[src/rtl/pwr_seq_pkg.sv]
package pwr_seq_pkg;
  typedef enum logic [2:0] {
    ST_OFF,
    ST_RAMP,
    ST_ON,
    ST_DOWN,
    ST_UNWIND
  } seq_state_e;
endpackage

[src/rtl/pwr_rise_det.sv]
module pwr_rise_det (
  input  logic clk_i,
  input  logic rst_ni,
  input  logic sig_i,
  output logic rise_o
);
  logic sig_q;

  always_ff @(posedge clk_i or negedge rst_ni) begin
    if (!rst_ni) sig_q <= 1'b0;
    else         sig_q <= sig_i;
  end

  assign rise_o = sig_i & ~sig_q;
endmodule

[src/rtl/pwr_step_timer.sv]
module pwr_step_timer #(
  parameter int CNT_W = 5
) (
  input  logic             clk_i,
  input  logic             rst_ni,
  input  logic             clr_i,
  input  logic             inc_i,
  output logic [CNT_W-1:0] cnt_o
);
  always_ff @(posedge clk_i or negedge rst_ni) begin
    if (!rst_ni)    cnt_o <= '0;
    else if (clr_i) cnt_o <= CNT_W'(1);
    else if (inc_i) cnt_o <= cnt_o + 1'b1;
  end

  AST_TIMER_NO_WRAP: assert property (@(posedge clk_i) disable iff (!rst_ni)
    (inc_i && !clr_i) |-> cnt_o != '1);
endmodule

[src/rtl/pwr_island_seq.sv]
module pwr_island_seq
  import pwr_seq_pkg::*;
#(
  parameter int N_DOM    = 3,
  parameter int STEP     = 8,
  parameter int DOWN_WIN = 4
) (
  input  logic             clk_i,
  input  logic             rst_ni,
  input  logic             pwr_req_i,
  input  logic             idle_i,
  output logic [N_DOM-1:0] pwr_en_o,
  output logic             save_o,
  output logic             restore_o,
  output logic             full_on_o
);
  localparam int RAMP_END = (N_DOM - 1) * STEP + 1;
  localparam int CNT_MAX  = (RAMP_END > DOWN_WIN) ? RAMP_END : DOWN_WIN;
  localparam int CNT_W    = $clog2(CNT_MAX + 1);

  seq_state_e       state_q, state_d;
  logic [N_DOM-1:0] en_q, en_d, on_mask;
  logic             save_q, save_d, rest_q, rest_d, pend_q, pend_d;
  logic             rise, cnt_clr, cnt_inc;
  logic [CNT_W-1:0] cnt;

  pwr_rise_det u_rise (
    .clk_i (clk_i),
    .rst_ni(rst_ni),
    .sig_i (pwr_req_i),
    .rise_o(rise)
  );

  pwr_step_timer #(.CNT_W(CNT_W)) u_timer (
    .clk_i (clk_i),
    .rst_ni(rst_ni),
    .clr_i (cnt_clr),
    .inc_i (cnt_inc),
    .cnt_o (cnt)
  );

  // bit g switches on at the edge that moves the counter past g*STEP
  assign on_mask[0] = 1'b0;
  for (genvar g = 1; g < N_DOM; g++) begin : g_on
    assign on_mask[g] = (cnt == CNT_W'(g * STEP));
  end

  always_comb begin
    state_d = state_q;
    en_d    = en_q;
    save_d  = 1'b0;
    rest_d  = 1'b0;
    pend_d  = pend_q;
    cnt_clr = 1'b0;
    cnt_inc = 1'b0;
    unique case (state_q)
      ST_OFF: begin
        pend_d = 1'b0;
        if ((rise || pend_q) && pwr_req_i) begin
          state_d = ST_RAMP;
          en_d    = N_DOM'(1);
          cnt_clr = 1'b1;
        end
      end
      ST_RAMP: begin
        if (!pwr_req_i) begin
          en_d    = en_q >> 1;
          state_d = ((en_q >> 1) == '0) ? ST_OFF : ST_UNWIND;
        end else if (cnt == CNT_W'(RAMP_END)) begin
          state_d = ST_ON;
          rest_d  = 1'b1;
        end else begin
          cnt_inc = 1'b1;
          en_d    = en_q | on_mask;
        end
      end
      ST_ON: begin
        if (!pwr_req_i && idle_i) begin
          state_d = ST_DOWN;
          save_d  = 1'b1;
          cnt_clr = 1'b1;
          pend_d  = 1'b0;
        end
      end
      ST_DOWN: begin
        if (!idle_i) begin
          state_d = ST_ON;
          pend_d  = 1'b0;
        end else begin
          pend_d = pend_q | rise;
          if (cnt == CNT_W'(DOWN_WIN - 1)) begin
            en_d    = '0;
            state_d = ST_OFF;
          end else begin
            cnt_inc = 1'b1;
          end
        end
      end
      ST_UNWIND: begin
        en_d = en_q >> 1;
        if ((en_q >> 1) == '0) state_d = ST_OFF;
      end
      default: state_d = ST_OFF;
    endcase
  end

  always_ff @(posedge clk_i or negedge rst_ni) begin
    if (!rst_ni) begin
      state_q <= ST_OFF;
      en_q    <= '0;
      save_q  <= 1'b0;
      rest_q  <= 1'b0;
      pend_q  <= 1'b0;
    end else begin
      state_q <= state_d;
      en_q    <= en_d;
      save_q  <= save_d;
      rest_q  <= rest_d;
      pend_q  <= pend_d;
    end
  end

  assign pwr_en_o  = en_q;
  assign save_o    = save_q;
  assign restore_o = rest_q;
  assign full_on_o = (state_q == ST_ON);

  AST_RESET_DARK: assert property (@(posedge clk_i)
    !rst_ni |=> (pwr_en_o == '0 || !rst_ni));
  AST_START_FROM_OFF: assert property (@(posedge clk_i) disable iff (!rst_ni)
    ($past(pwr_en_o) == '0 && pwr_en_o != '0) |-> pwr_en_o == N_DOM'(1));
  AST_ONE_BIT_UP: assert property (@(posedge clk_i) disable iff (!rst_ni)
    $countones(pwr_en_o & ~$past(pwr_en_o)) <= 1);
  AST_THERMO: assert property (@(posedge clk_i) disable iff (!rst_ni)
    (pwr_en_o & N_DOM'(pwr_en_o + 1'b1)) == '0);
  AST_RESTORE_PULSE: assert property (@(posedge clk_i) disable iff (!rst_ni)
    restore_o |-> (full_on_o && !$past(restore_o)));
  AST_ABORT_UNWIND: assert property (@(posedge clk_i) disable iff (!rst_ni)
    ($past(state_q) == ST_RAMP && !$past(pwr_req_i)) |-> (pwr_en_o == ($past(pwr_en_o) >> 1) && !restore_o));
  AST_SAVE_ALL_ON: assert property (@(posedge clk_i) disable iff (!rst_ni)
    save_o |-> &pwr_en_o);
  AST_DROP_ONLY_IDLE: assert property (@(posedge clk_i) disable iff (!rst_ni)
    ($past(state_q) == ST_DOWN && pwr_en_o != $past(pwr_en_o)) |-> ($past(idle_i) && pwr_en_o == '0));
  AST_FULL_ON_ALL: assert property (@(posedge clk_i) disable iff (!rst_ni)
    full_on_o |-> &pwr_en_o);
endmodule

[config.mk]
export PLATFORM = sky130hd
export DESIGN_NAME = pwr_island_seq
export DESIGN_NICKNAME = d
export VERILOG_FILES = /design/src/rtl/pwr_seq_pkg.sv /design/src/rtl/pwr_rise_det.sv /design/src/rtl/pwr_step_timer.sv /design/src/rtl/pwr_island_seq.sv
export SDC_FILE = /design/constraint.sdc
export NUM_CORES = 1
export LEC_CHECK = 0
export CORE_MARGIN = 2
export CORE_UTILIZATION = 46
export CTS_CLUSTER_DIAMETER = 100
export DETAILED_ROUTE_END_ITERATION = 12
export PLACE_DENSITY = 0.71
export RECOVER_POWER = 25
export SKIP_LAST_GASP = 1
export SLEW_MARGIN = 10
export SYNTH_ARGS = -nofsm -noshare
export SYNTH_HDL_FRONTEND = slang
export SYNTH_SLANG_ARGS = --single-unit
[constraint.sdc]
create_clock -name clk_i -period 3.1 [get_ports clk_i]
set_clock_uncertainty 0.2 [all_clocks]
set_input_delay 0.31 -clock clk_i [delete_from_list [all_inputs] [get_ports clk_i]]
set_output_delay 0.31 -clock clk_i [all_outputs]
set_load 0.005 [all_outputs]
Word level (Yosys, flattened, before mapping) --
Cells that the tools add are included.
Storage, ports and cells: bits in registers 15, bits in latches 0, bits in writable memories 0, ROM bits 0, output and inout port bits 6, word-level logic and storage cells 70, memories kept 0
Operators by class: $add $sub $neg 1, multiply operators 0, div/mod/pow operators 0, order comparisons 0, equality and inequality tests 16, shift operators 0, mux-type cells 30, bitwise logic cells 4, reductions and logical operators 12
Operators by type and width (count):
- $mux W3 | 11
- $pmux W3 S5 | 1
- $mux W1 | 12
- $pmux W3 S4 | 1
- $eq A5 B5 Y1 const B | 2
- $mux W5 | 2
- $reduce_and A5 Y1 | 2
- $ne A3 B3 Y1 const B | 3
- $ne A2 B2 Y1 const B | 4
- $eq A3 B2 Y1 const B | 2
- $logic_not A3 Y1 | 2
- $add A5 B1 Y5 const B | 1
- $eq A5 B2 Y1 const B | 1
- $eq A5 B4 Y1 const B | 1
- $pmux W1 S2 | 2
- $reduce_bool A4 Y1 | 1
- $eq A3 B1 Y1 const B | 1
- $eq A3 B3 Y1 const B | 1
- $or A3 B3 Y3 | 1
- $pmux W1 S3 | 1
- $reduce_bool A3 Y1 | 1
- $logic_and A1 B1 Y1 | 2
- $ne A2 B1 Y1 const B | 1
- $reduce_and A2 Y1 | 1
- other kinds (6) | 6

Logic depth before layout (Yosys ltp) --
Gate-level depths: netlist (run 1).
depth after elaboration 7, depth in mapped cells 6

By module --
Synthesis (run 1) repeated with hierarchy kept, for this count alone.
Second synthesis, totals: cells, all modules 96, area, all modules 927.1 µm²
By module, submodules not included:
- pwr_island_seq | times used 1, cells an instance 72, area an instance 616.8 µm²
- pwr_step_timer | times used 1, cells an instance 22, area an instance 271.5 µm²
- pwr_rise_det | times used 1, cells an instance 2, area an instance 38.8 µm²

Least setup slack after synthesis (run 1) --
Ideal clock, no wire load.
kind reg2reg, start point register u_timer.cnt_o[0], end point register u_timer.cnt_o[3], arrival 1471 ps, required time 2767 ps, setup slack 1296 ps, stages on the path, launching flop included 6, path buffers 0, cell sequence dfrtp_1 ha_1 nor4bb_2 o32ai_2 nand4_1 mux2i_1
Between the ends: word-level cells in the longest chain between the ends 5, elaborated cells between the ends (all ways) 11
Ends and longest elaborated chain:
- from (decl) | RTL line pwr_step_timer.sv:8 | output logic [CNT_W-1:0] cnt_o
- from (signal assigned) | RTL line pwr_step_timer.sv:13 | else if (inc_i) cnt_o <= cnt_o + 1'b1;
- $eq A5 B2 Y1 / $eq A5 B5 Y1 (equally long branches) | RTL line pwr_island_seq.sv:91, pwr_island_seq.sv:69
- $mux W1, on equally long branches | RTL line pwr_island_seq.sv:91, pwr_island_seq.sv:69
- $mux W1, on equally long branches | RTL line pwr_island_seq.sv:86, pwr_island_seq.sv:66
- $pmux W1 S2 | RTL line pwr_island_seq.sv:56 | unique case (state_q)
- $reduce_bool A2 Y1 (no source line)
Parallel ways exist; a longest one is shown, timed or not. The select of a mux whose other input is x is not followed. A chain may end at the register's enable or synchronous reset.

Worst setup path after layout (run 1) --
start point register state_q[0], end point output full_on_o
Between the ends: word-level cells in the longest chain between the ends 1
Ends and longest elaborated chain:
- from (decl) | RTL line pwr_island_seq.sv:21 | seq_state_e state_q, state_d;
- from (signal assigned) | RTL line pwr_island_seq.sv:115 | state_q <= state_d;
- $eq A3 B2 Y1 | RTL line pwr_island_seq.sv:126 | assign full_on_o = (state_q == ST_ON);
- to (decl) | RTL line pwr_island_seq.sv:15 | output logic full_on_o
Every way passes these cells.

==> flow_summary.html, run 1 <==
<table>
<tr><th>Metric</th><th>Value</th></tr>
<tr><th colspan="2">Worst setup path</th></tr>
<tr><td>Cell chain of the critical path</td><td>or2_0, nor2_1, clkdlybuf4s50_1</td></tr>
<tr><td>Peak fanout along the critical path</td><td>15</td></tr>
<tr><td>Library cell contributing the largest single delay on the critical path</td><td>sky130_fd_sc_hd__dfrtp_1</td></tr>
<tr><td>Highest cell delay on the worst timing path</td><td>0.55 ns</td></tr>
<tr><td>Worst Setup Start Kind</td><td>flip-flop</td></tr>
<tr><td>Kind of capture point of the worst setup path</td><td>primary output</td></tr>
<tr><td>Worst endpoint required time</td><td>2.59 ns</td></tr>
<tr><td>Category of cells accounting for the largest share of critical-path delay</td><td>simple AND/OR/NAND/NOR gates</td></tr>
<tr><td>Crit path arrival time</td><td>1.93 ns</td></tr>
<tr><td>Critical Setup Path Class</td><td>reg -&gt; out</td></tr>
<tr><td>Critical path buffer and inverter count</td><td>1</td></tr>
<tr><th colspan="2">Detailed routing</th></tr>
<tr><td>DRC marker count from the first detailed-route iteration</td><td>35</td></tr>
<tr><td>DRT Pass-1 Iters</td><td>4</td></tr>
<tr><td>Count of vias placed by the detailed router</td><td>745</td></tr>
<tr><td>Detail Route Antenna Nets</td><td>0</td></tr>
<tr><td>Post-route DRC violation count</td><td>0</td></tr>
<tr><td>Routed WL</td><td>1.885 mm</td></tr>
<tr><td>Drt via density</td><td>5.775</td></tr>
<tr><td>WL per Instance</td><td>14.61 um</td></tr>
<tr><th colspan="2">CTS</th></tr>
<tr><td>Clock sinks</td><td>15</td></tr>
<tr><td>CTS-repair resized insts</td><td>0</td></tr>
<tr><td>Number of CTS-inserted buffers</td><td>3</td></tr>
<tr><td>Root cell of the clock tree</td><td>sky130_fd_sc_hd__clkbuf_4</td></tr>
<tr><td>Total setup buffers inserted after CTS</td><td>0</td></tr>
<tr><td>Clock-pin slew on the worst setup and hold paths</td><td>0.10 ns</td></tr>
<tr><td>Insertion delay to the later sink of the worst-skew pair</td><td>0.29 ns</td></tr>
<tr><td>Buffer depth of the longest clock path</td><td>2</td></tr>
<tr><td>TritonCTS clock tree</td><td>done</td></tr>
<tr><td>H-tree level count</td><td>1</td></tr>
<tr><td>CTS Hold Bufs</td><td>0</td></tr>
<tr><th colspan="2">STA</th></tr>
<tr><td>Final setup violation count</td><td>0</td></tr>
<tr><td>Shortest clock period the worst path allows after layout</td><td>2.436 ns</td></tr>
<tr><td>Highest attainable clock frequency</td><td>410.5 MHz</td></tr>
<tr><td>Slew Viols, Final</td><td>0</td></tr>
<tr><td>Measured slew at the worst slew-check pin</td><td>0.6713 ns</td></tr>
<tr><td>Final cycle utilization of the critical path</td><td>0.7858</td></tr>
<tr><td>Worst slew slack as a fraction of its limit</td><td>0.5510</td></tr>
<tr><td>RSZ-0062 raised after global routing</td><td>no</td></tr>
<tr><td>Final critical-path setup slack</td><td>0.6641 ns</td></tr>
<tr><td>Accumulated negative setup slack</td><td>0 ns</td></tr>
<tr><td>Final Hold Viols</td><td>0</td></tr>
<tr><th colspan="2">Floorplanning</th></tr>
<tr><td>Die Span X</td><td>48.68 um</td></tr>
<tr><td>Die Outline Area</td><td>2370 sq um</td></tr>
<tr><td>Starting density of the core</td><td>0.4779</td></tr>
<tr><td>Number of standard-cell rows in the floorplan</td><td>16</td></tr>
<tr><td>Height of the die</td><td>48.68 um</td></tr>
<tr><td>I/O pin count</td><td>10</td></tr>
<tr><td>Core Area</td><td>1922 sq um</td></tr>
<tr><th colspan="2">Synthesis</th></tr>
<tr><td>Compound-cell area share of the yosys netlist</td><td>0.1812</td></tr>
<tr><td>Post-Synthesis Net Count</td><td>100</td></tr>
<tr><td>Synthesized area</td><td>918.4 sq um</td></tr>
<tr><td>Count of yosys warnings during synthesis</td><td>0</td></tr>
<tr><td>Count of state elements after synthesis</td><td>15</td></tr>
<tr><td>Share of the synthesized netlist area taken by xor and xnor gates</td><td>0</td></tr>
<tr><td>Share of synthesized cell area in full adder, half adder and majority cells</td><td>0.04087</td></tr>
<tr><td>Post-Synthesis Mean Instance Area</td><td>9.875 sq um</td></tr>
<tr><td>Register area share after synthesis</td><td>0.4087</td></tr>
<tr><td>Unique cell type count in the Yosys netlist</td><td>38</td></tr>
<tr><td>Syn Inst Count</td><td>93</td></tr>
<tr><td>Post-synthesis share of cell area spent on and, or, nand and nor gates</td><td>0.2779</td></tr>
<tr><td>Multiplexer fraction of the synthesized cell area</td><td>0.04360</td></tr>
<tr><td>Dominant combinational cell family by area after synthesis</td><td>simple AND/OR/NAND/NOR gates</td></tr>
<tr><th colspan="2">Place</th></tr>
<tr><td>Number of I/O port buffers</td><td>9</td></tr>
<tr><td>Final weighted congestion in routability-driven placement</td><td>0.9001</td></tr>
<tr><td>HPWL after detailed placement</td><td>1.321 mm</td></tr>
<tr><td>Post-placement setup slack</td><td>0.8264 ns</td></tr>
<tr><th colspan="2">Final layout</th></tr>
<tr><td>Area of all sequential standard cells</td><td>375.4 sq um</td></tr>
<tr><td>Commonest non-fill, non-tap cell in the layout</td><td>sky130_fd_sc_hd__dfrtp_1</td></tr>
<tr><td>Final Net Count</td><td>110</td></tr>
<tr><td>Synthesis-to-finish area growth</td><td>14.44%</td></tr>
<tr><td>Commonest non-fill, non-tap cells in the layout</td><td>sky130_fd_sc_hd__dfrtp_1, sky130_fd_sc_hd__nand2_1, sky130_fd_sc_hd__clkdlybuf4s50_1, sky130_fd_sc_hd__inv_1, sky130_fd_sc_hd__a21oi_1</td></tr>
<tr><td>Filler instances</td><td>193</td></tr>
<tr><td>Diode count</td><td>0</td></tr>
<tr><td>Area of combinational cells with multiple inputs</td><td>499.2 sq um</td></tr>
<tr><td>Fraction of layout instances using a drive strength above 1</td><td>0.1078</td></tr>
<tr><th colspan="2">Global route</th></tr>
<tr><td>Overflow left after global routing</td><td>0</td></tr>
<tr><td>All-Layer GR Usage</td><td>0.1838</td></tr>
<tr><td>Number of global-route vias before repair</td><td>745</td></tr>
<tr><td>Global-route wire length before repair</td><td>3.422 mm</td></tr>
<tr><td>Number of antenna violations at the first check in global routing</td><td>0</td></tr>
<tr><td>Pin count of the biggest net entering global routing</td><td>16</td></tr>
<tr><th colspan="2">Power</th></tr>
<tr><td>Largest vdd supply drop</td><td>284.8 uV</td></tr>
<tr><td>Total power consumption of the routed design</td><td>0.7448 mW</td></tr>
<tr><td>Power per cell area</td><td>708.7 nW/um^2</td></tr>
<tr><td>Leak pwr</td><td>0.4355 nW</td></tr>
<tr><th colspan="2">Outcome</th></tr>
<tr><td>Result of the run</td><td>finished, final reports clean</td></tr>
<tr><th colspan="2">Worst hold path</th></tr>
<tr><td>Worst min path class</td><td>in -&gt; async</td></tr>
<tr><th colspan="2">Job</th></tr>
<tr><td># Max-Cap Violations</td><td>0</td></tr>
</table>
-- where the power goes --
part           internal, mW  total (mW)  switching [mW]
logic                 0.153       0.311           0.158
registers             0.234       0.316          0.0816
clock network        0.0491       0.119          0.0696
total                 0.436       0.745           0.309
-- cell usage after synthesis --
cell type / n / area, sq um
sky130_fd_sc_hd__or2_0: 1 / 6.260
sky130_fd_sc_hd__o32ai_1: 1 / 8.760
sky130_fd_sc_hd__buf_4: 1 / 7.510
sky130_fd_sc_hd__o21bai_4: 1 / 18.77
sky130_fd_sc_hd__nand2b_1: 1 / 6.260
sky130_fd_sc_hd__nor4bb_2: 1 / 16.27
sky130_fd_sc_hd__o21bai_1: 1 / 7.510
sky130_fd_sc_hd__and2_1: 1 / 6.260
sky130_fd_sc_hd__o32ai_2: 1 / 16.27
sky130_fd_sc_hd__a221oi_1: 1 / 8.760
sky130_fd_sc_hd__nand2_1: 7 / 26.28
sky130_fd_sc_hd__nand3_1: 4 / 20.02
sky130_fd_sc_hd__o21a_1: 1 / 7.510
sky130_fd_sc_hd__a2bb2oi_1: 1 / 8.760
sky130_fd_sc_hd__o21ai_1: 1 / 5.000
sky130_fd_sc_hd__nor2b_1: 2 / 12.51
sky130_fd_sc_hd__a21oi_1: 6 / 30.03
sky130_fd_sc_hd__inv_1: 6 / 22.52
sky130_fd_sc_hd__and4bb_2: 1 / 12.51
sky130_fd_sc_hd__dfrtp_1: 15 / 375.4
sky130_fd_sc_hd__and3b_1: 1 / 8.760
sky130_fd_sc_hd__nor4b_4: 1 / 23.77
sky130_fd_sc_hd__nand4b_1: 2 / 17.52
sky130_fd_sc_hd__or2_2: 2 / 12.51
sky130_fd_sc_hd__nor3b_1: 2 / 15.01
sky130_fd_sc_hd__nand3b_1: 3 / 22.52
sky130_fd_sc_hd__mux2i_1: 4 / 40.04
sky130_fd_sc_hd__a31o_1: 1 / 8.760
sky130_fd_sc_hd__o21ai_0: 5 / 25.02
sky130_fd_sc_hd__ha_1: 3 / 37.54
sky130_fd_sc_hd__buf_2: 2 / 10.01
sky130_fd_sc_hd__clkbuf_1: 1 / 3.750
sky130_fd_sc_hd__a31oi_1: 1 / 6.260
sky130_fd_sc_hd__nor4b_1: 1 / 8.760
sky130_fd_sc_hd__nand4_1: 4 / 25.02
sky130_fd_sc_hd__a211o_1: 1 / 8.760
sky130_fd_sc_hd__o22ai_1: 1 / 6.260
sky130_fd_sc_hd__nor2_1: 4 / 15.01
-- worst paths after layout --
| path | start | endpoint | slack (ns) | cells past startpoint |
|---|---|---|---|---|
| worst max-delay path | state_q[0] | full_on_o | 0.66 | 3 |
| worst min-delay path | rst_ni | state_q[0] | 0.28 | 1 |
| worst max register to register | u_timer.cnt_o[0] | u_timer.cnt_o[3] | 1.06 | 5 |
| worst min register to register | u_rise.sig_q | pend_q | 0.29 | 1 |
| max in group asynchronous | rst_ni | state_q[2] | 1.99 | 1 |
| min in group clk_i | u_rise.sig_q | pend_q | 0.29 | 1 |
-- final cells by class --
cell class | count | share of cell area
Clock inverter | 1 | 0.007143
Sequential cell | 15 | 0.3571
Inverter | 6 | 0.02143
Clock buffer | 3 | 0.02143
Tap cell | 27 | 0.03214
Timing Repair Buffer | 9 | 0.08571
Multi-Input combinational cell | 68 | 0.4750
-- layer usage --
metal	vias to the layer above	share of wire	GRT usage
met4	0	0.0048	0.08095
li1	358	-	-
met3	2	0.058	0.03086
met5	-	0	0
met1	347	0.50	0.2599
met2	38	0.44	0.2763
-- worst reg2reg max path: stages, from the launching register on --
cell                       delay [ns]
sky130_fd_sc_hd__dfrtp_1         0.45
sky130_fd_sc_hd__ha_1            0.23
sky130_fd_sc_hd__nor4bb_2        0.19
sky130_fd_sc_hd__o32ai_2         0.51
sky130_fd_sc_hd__nand4_1         0.18
sky130_fd_sc_hd__mux2i_1         0.15
-- through the flow --
stage | hold slack (ns) | cell area [sq um] | util | std cells
after global routing | 0.3127 | 1051 | 0.5469 | 129
after detailed placement | 0.2800 | 1021 | 0.5313 | 125
final | 0.2839 | 1051 | 0.5469 | 129
after global placement | 0.2791 | 1021 | 0.5313 | 125
after CTS | 0.2501 | 1051 | 0.5469 | 129
after floorplan | -0.1856 | 918.4 | - | 93
-- sequential cells by signal, indices dropped and copies added (netlist names) --
| name | cells |
|---|---|
| pend_q | 1 |
| pwr_en_o | 3 |
| restore_o | 1 |
| save_o | 1 |
| state_q | 3 |
| u_rise.sig_q | 1 |
| u_timer.cnt_o | 5 |
-- kinds of logic (layout without fill, tap and decap cells) --
kind of cell | count (synthesis) | after routing
adders and majority gates | 3 | 3
muxes | 4 | 4
AOI/OAI and AO/OA | 23 | 23
buffers and inverters | 10 | 19
and+or+nand+nor | 38 | 38
DFF | 15 | 15
No activity file was read; power rests on OpenSTA's default activity.
==> run 2: changes to the inputs <==
--- a/config.mk
+++ b/config.mk
@@ -9,7 +9,7 @@
 export CORE_UTILIZATION = 46
 export CTS_CLUSTER_DIAMETER = 100
 export DETAILED_ROUTE_END_ITERATION = 12
-export PLACE_DENSITY = 0.71
+export PLACE_DENSITY = 0.74
 export RECOVER_POWER = 25
 export SKIP_LAST_GASP = 1
 export SLEW_MARGIN = 10
==> constraint.sdc (replaced) <==
create_clock -name clk_i -period 2 [get_ports clk_i]
set_clock_uncertainty 0.2 [all_clocks]
set_input_delay 0.2 -clock clk_i [delete_from_list [all_inputs] [get_ports clk_i]]
set_output_delay 0.2 -clock clk_i [all_outputs]
set_load 0.005 [all_outputs]
==> run 2 against run 1 <==
Register-to-register slack got worse by 1.0 ns; via count rose by 7.8%; flip-flop and latch count did not move; core utilization rose by 7.3 points; sequential power rose by 39%; global-route usage rose by 1.2 points; critical path depth rose by 4; critical endpoint is now u_timer.cnt_o[0]; highest routed layer unchanged.
==> flow_summary.html, run 2 (same netlist as run 1, synthesis figures left out) <==
<table>
<tr><th>Metric</th><th>Value</th></tr>
<tr><th colspan="2">Worst setup path</th></tr>
<tr><td>Crit path arrival time</td><td>1.94 ns (was 1.93 ns)</td></tr>
<tr><td>Peak fanout along the critical path</td><td>6 (was 15)</td></tr>
<tr><td>Kind of capture point of the worst setup path</td><td>flip-flop (was primary output)</td></tr>
<tr><td>Library cell contributing the largest single delay on the critical path</td><td>sky130_fd_sc_hd__dfrtp_1 (unchanged)</td></tr>
<tr><td>Register-to-register setup slack</td><td>0.06 ns (was 1.06 ns)</td></tr>
<tr><td>Category of cells accounting for the largest share of critical-path delay</td><td>compound AO/OA/AOI/OAI gates (was simple AND/OR/NAND/NOR gates)</td></tr>
<tr><td>Worst Setup Start Kind</td><td>flip-flop (unchanged)</td></tr>
<tr><td>Highest cell delay on the worst timing path</td><td>0.41 ns (was 0.55 ns)</td></tr>
<tr><td>Cell chain of the critical path</td><td>inv_1, ha_1, nor4bb_4, o32ai_2, buf_4, o21bai_4, o21a_1 (was or2_0, nor2_1, clkdlybuf4s50_1)</td></tr>
<tr><td>Critical path buffer and inverter count</td><td>2 (was 1)</td></tr>
<tr><td>Critical Setup Path Class</td><td>reg -&gt; reg (was reg -&gt; out)</td></tr>
<tr><td>Worst endpoint required time</td><td>2.00 ns (was 2.59 ns)</td></tr>
<tr><th colspan="2">Outcome</th></tr>
<tr><td>Result of the run</td><td>finished, final reports clean (unchanged)</td></tr>
<tr><th colspan="2">Floorplanning</th></tr>
<tr><td>Number of standard-cell rows in the floorplan</td><td>16 (unchanged)</td></tr>
<tr><td>Die Outline Area</td><td>2370 sq um (unchanged)</td></tr>
<tr><td>Starting density of the core</td><td>0.4779 (unchanged)</td></tr>
<tr><td>Core Area</td><td>1922 sq um (unchanged)</td></tr>
<tr><td>I/O pin count</td><td>10 (unchanged)</td></tr>
<tr><td>Die Span X</td><td>48.68 um (unchanged)</td></tr>
<tr><td>Height of the die</td><td>48.68 um (unchanged)</td></tr>
<tr><th colspan="2">CTS</th></tr>
<tr><td>Clock sinks</td><td>15 (unchanged)</td></tr>
<tr><td>H-tree level count</td><td>1 (unchanged)</td></tr>
<tr><td>CTS Hold Bufs</td><td>0 (unchanged)</td></tr>
<tr><td>Insertion delay to the later sink of the worst-skew pair</td><td>0.30 ns (was 0.29 ns)</td></tr>
<tr><td>Root cell of the clock tree</td><td>sky130_fd_sc_hd__clkbuf_4 (unchanged)</td></tr>
<tr><td>Clock-pin slew on the worst setup and hold paths</td><td>0.09 ns (was 0.10 ns)</td></tr>
<tr><td>TritonCTS clock tree</td><td>done (unchanged)</td></tr>
<tr><td>Number of CTS-inserted buffers</td><td>3 (unchanged)</td></tr>
<tr><td>Buffer depth of the longest clock path</td><td>2 (unchanged)</td></tr>
<tr><th colspan="2">Detailed routing</th></tr>
<tr><td>Count of vias placed by the detailed router</td><td>803 (was 745)</td></tr>
<tr><td>DRT Pass-1 Iters</td><td>4 (unchanged)</td></tr>
<tr><td>Drt via density</td><td>5.538 (was 5.775)</td></tr>
<tr><td>Detail Route Antenna Nets</td><td>0 (unchanged)</td></tr>
<tr><td>WL per Instance</td><td>13.72 um (was 14.61 um)</td></tr>
<tr><td>Post-route DRC violation count</td><td>0 (unchanged)</td></tr>
<tr><td>DRC marker count from the first detailed-route iteration</td><td>15 (was 35)</td></tr>
<tr><td>Routed WL</td><td>1.989 mm (was 1.885 mm)</td></tr>
<tr><th colspan="2">Global route</th></tr>
<tr><td>Met2 Track Usage GR</td><td>0.3174 (was 0.2763)</td></tr>
<tr><td>Number of global-route vias before repair</td><td>813 (was 745)</td></tr>
<tr><td>M3 GR Usage</td><td>0.04938 (was 0.03086)</td></tr>
<tr><td>Overflow left after global routing</td><td>0 (unchanged)</td></tr>
<tr><td>GRT busiest layer</td><td>met2 (unchanged)</td></tr>
<tr><td>Global Route met1 Usage</td><td>0.2470 (was 0.2599)</td></tr>
<tr><td>Number of antenna violations at the first check in global routing</td><td>0 (unchanged)</td></tr>
<tr><td>All-Layer GR Usage</td><td>0.1959 (was 0.1838)</td></tr>
<tr><td>Global-route wire length before repair</td><td>3.657 mm (was 3.422 mm)</td></tr>
<tr><td>Pin count of the biggest net entering global routing</td><td>16 (unchanged)</td></tr>
<tr><th colspan="2">STA</th></tr>
<tr><td>Final cycle utilization of the critical path</td><td>0.9722</td></tr>
<tr><td>Final setup violation count</td><td>0 (unchanged)</td></tr>
<tr><td>Final Hold Viols</td><td>0 (unchanged)</td></tr>
<tr><td>Accumulated negative setup slack</td><td>0 ns (unchanged)</td></tr>
<tr><td>RSZ-0062 raised after global routing</td><td>yes (was no)</td></tr>
<tr><td>Worst-case hold slack</td><td>0.2716 ns (was 0.2839 ns)</td></tr>
<tr><td>Worst slew slack as a fraction of its limit</td><td>0.4575 (was 0.5510)</td></tr>
<tr><td>Shortest clock period the worst path allows after layout</td><td>1.944 ns</td></tr>
<tr><td>Slew Viols, Final</td><td>0 (unchanged)</td></tr>
<tr><td>Measured slew at the worst slew-check pin</td><td>0.8138 ns (was 0.6713 ns)</td></tr>
<tr><td>Highest attainable clock frequency</td><td>514.3 MHz</td></tr>
<tr><th colspan="2">Final layout</th></tr>
<tr><td>Filler instances</td><td>187 (was 193)</td></tr>
<tr><td>Fraction of layout instances using a drive strength above 1</td><td>0.2712 (was 0.1078)</td></tr>
<tr><td>Commonest non-fill, non-tap cell in the layout</td><td>sky130_fd_sc_hd__buf_4 (was sky130_fd_sc_hd__dfrtp_1)</td></tr>
<tr><td>Final std cells w/o fill</td><td>145 (was 129)</td></tr>
<tr><td>Commonest non-fill, non-tap cells in the layout</td><td>sky130_fd_sc_hd__buf_4, sky130_fd_sc_hd__dfrtp_1, sky130_fd_sc_hd__nand2_1, sky130_fd_sc_hd__clkdlybuf4s50_1 (was sky130_fd_sc_hd__dfrtp_1, sky130_fd_sc_hd__nand2_1, sky130_fd_sc_hd__clkdlybuf4s50_1, sky130_fd_sc_hd__inv_1, sky130_fd_sc_hd__a21oi_1)</td></tr>
<tr><td>Diode count</td><td>0 (unchanged)</td></tr>
<tr><td>Area of all sequential standard cells</td><td>379.1 sq um (was 375.4 sq um)</td></tr>
<tr><td>Top reg by flops</td><td>u_timer.cnt_o (unchanged)</td></tr>
<tr><td>Flip-flop count of the largest register, all copies and words added</td><td>5 (unchanged)</td></tr>
<tr><td>Synthesis-to-finish area growth</td><td>29.70% (was 14.44%)</td></tr>
<tr><td>Area of combinational cells with multiple inputs</td><td>519.2 sq um (was 499.2 sq um)</td></tr>
<tr><td>Final Net Count</td><td>126 (was 110)</td></tr>
<tr><th colspan="2">Place</th></tr>
<tr><td>HPWL after detailed placement</td><td>1.375 mm (was 1.321 mm)</td></tr>
<tr><td>Final weighted congestion in routability-driven placement</td><td>0.9102 (was 0.9001)</td></tr>
<tr><td>Dpl cells</td><td>137 (was 125)</td></tr>
<tr><td>Number of I/O port buffers</td><td>9 (unchanged)</td></tr>
<tr><th colspan="2">Power</th></tr>
<tr><td>Leak pwr</td><td>0.5322 nW (was 0.4355 nW)</td></tr>
<tr><td>Largest vdd supply drop</td><td>610.4 uV (was 284.8 uV)</td></tr>
<tr><td>Total power consumption of the routed design</td><td>1.303 mW (was 0.7448 mW)</td></tr>
<tr><td>Power per cell area</td><td>1094 nW/um^2 (was 708.7 nW/um^2)</td></tr>
<tr><th colspan="2">Worst hold path</th></tr>
<tr><td>Worst min path class</td><td>reg -&gt; reg (was in -&gt; async)</td></tr>
<tr><th colspan="2">Job</th></tr>
<tr><td># Max-Cap Violations</td><td>0 (unchanged)</td></tr>
</table>
[run 2: worst reg2reg max path, stage by stage, from the launching register on]
cell	delay [ns]
sky130_fd_sc_hd__dfrtp_1	0.41
sky130_fd_sc_hd__inv_1	0.11
sky130_fd_sc_hd__ha_1	0.19
sky130_fd_sc_hd__nor4bb_4	0.27
sky130_fd_sc_hd__o32ai_2	0.15
sky130_fd_sc_hd__buf_4	0.18
sky130_fd_sc_hd__o21bai_4	0.17
sky130_fd_sc_hd__o21a_1	0.17
[run 2: metal layers]
layer	up-vias	wire [um]
li1	393	-
met1	384	939
met2	19	934
met3	7	65
met4	0	49
met5	-	0
[run 2: where the power goes]
part / internal, mW / switching [mW] / total (mW)
clock: 0.0747 / 0.111 / 0.186
combinational: 0.344 / 0.335 / 0.679
sequential: 0.369 / 0.0693 / 0.438
total: 0.788 / 0.515 / 1.30
[run 2: repair_timing]
action	4_1_cts	5_1_grt
setup buffers	2	2
gates resized for setup	1	8
pin swaps	0	1
setup endpoints to repair	2	9
endpoints found under the hold margin	0	0
[run 2: cell type report]
type	count	share of cell area
Timing Repair Buffer	25	0.1754
Multi-Input combinational cell	68	0.4359
Inverter	6	0.01891
Tap cell	27	0.02836
Clock buffer	3	0.01891
Clock inverter	1	0.004202
Sequential cell	15	0.3183
[run 2: worst paths after layout]
| check | from | depth (start not counted) | to |
|---|---|---|---|
| hold reg to reg | u_rise.sig_q | 1 | pend_q |
| setup / recovery | u_timer.cnt_o[1] | 7 | u_timer.cnt_o[0] |
| setup reg to reg | u_timer.cnt_o[1] | 7 | u_timer.cnt_o[0] |
| hold / removal | u_rise.sig_q | 1 | pend_q |
| max in group asynchronous | rst_ni | 2 | u_timer.cnt_o[0] |
| min in group asynchronous | rst_ni | 2 | restore_o |
[run 2: per-stage QoR]
| step | setup WS (ns) | area (sq um) | utilization |
|---|---|---|---|
| floorplan | 0.1964 | 918.4 | - |
| global placement | 0.1146 | 1111 | 0.5781 |
| detailed placement | 0.05137 | 1111 | 0.5781 |
| CTS | 0.001768 | 1155 | 0.6009 |
| global route | -0.03617 | 1191 | 0.6198 |
| finish | 0.05551 | 1191 | 0.6198 |
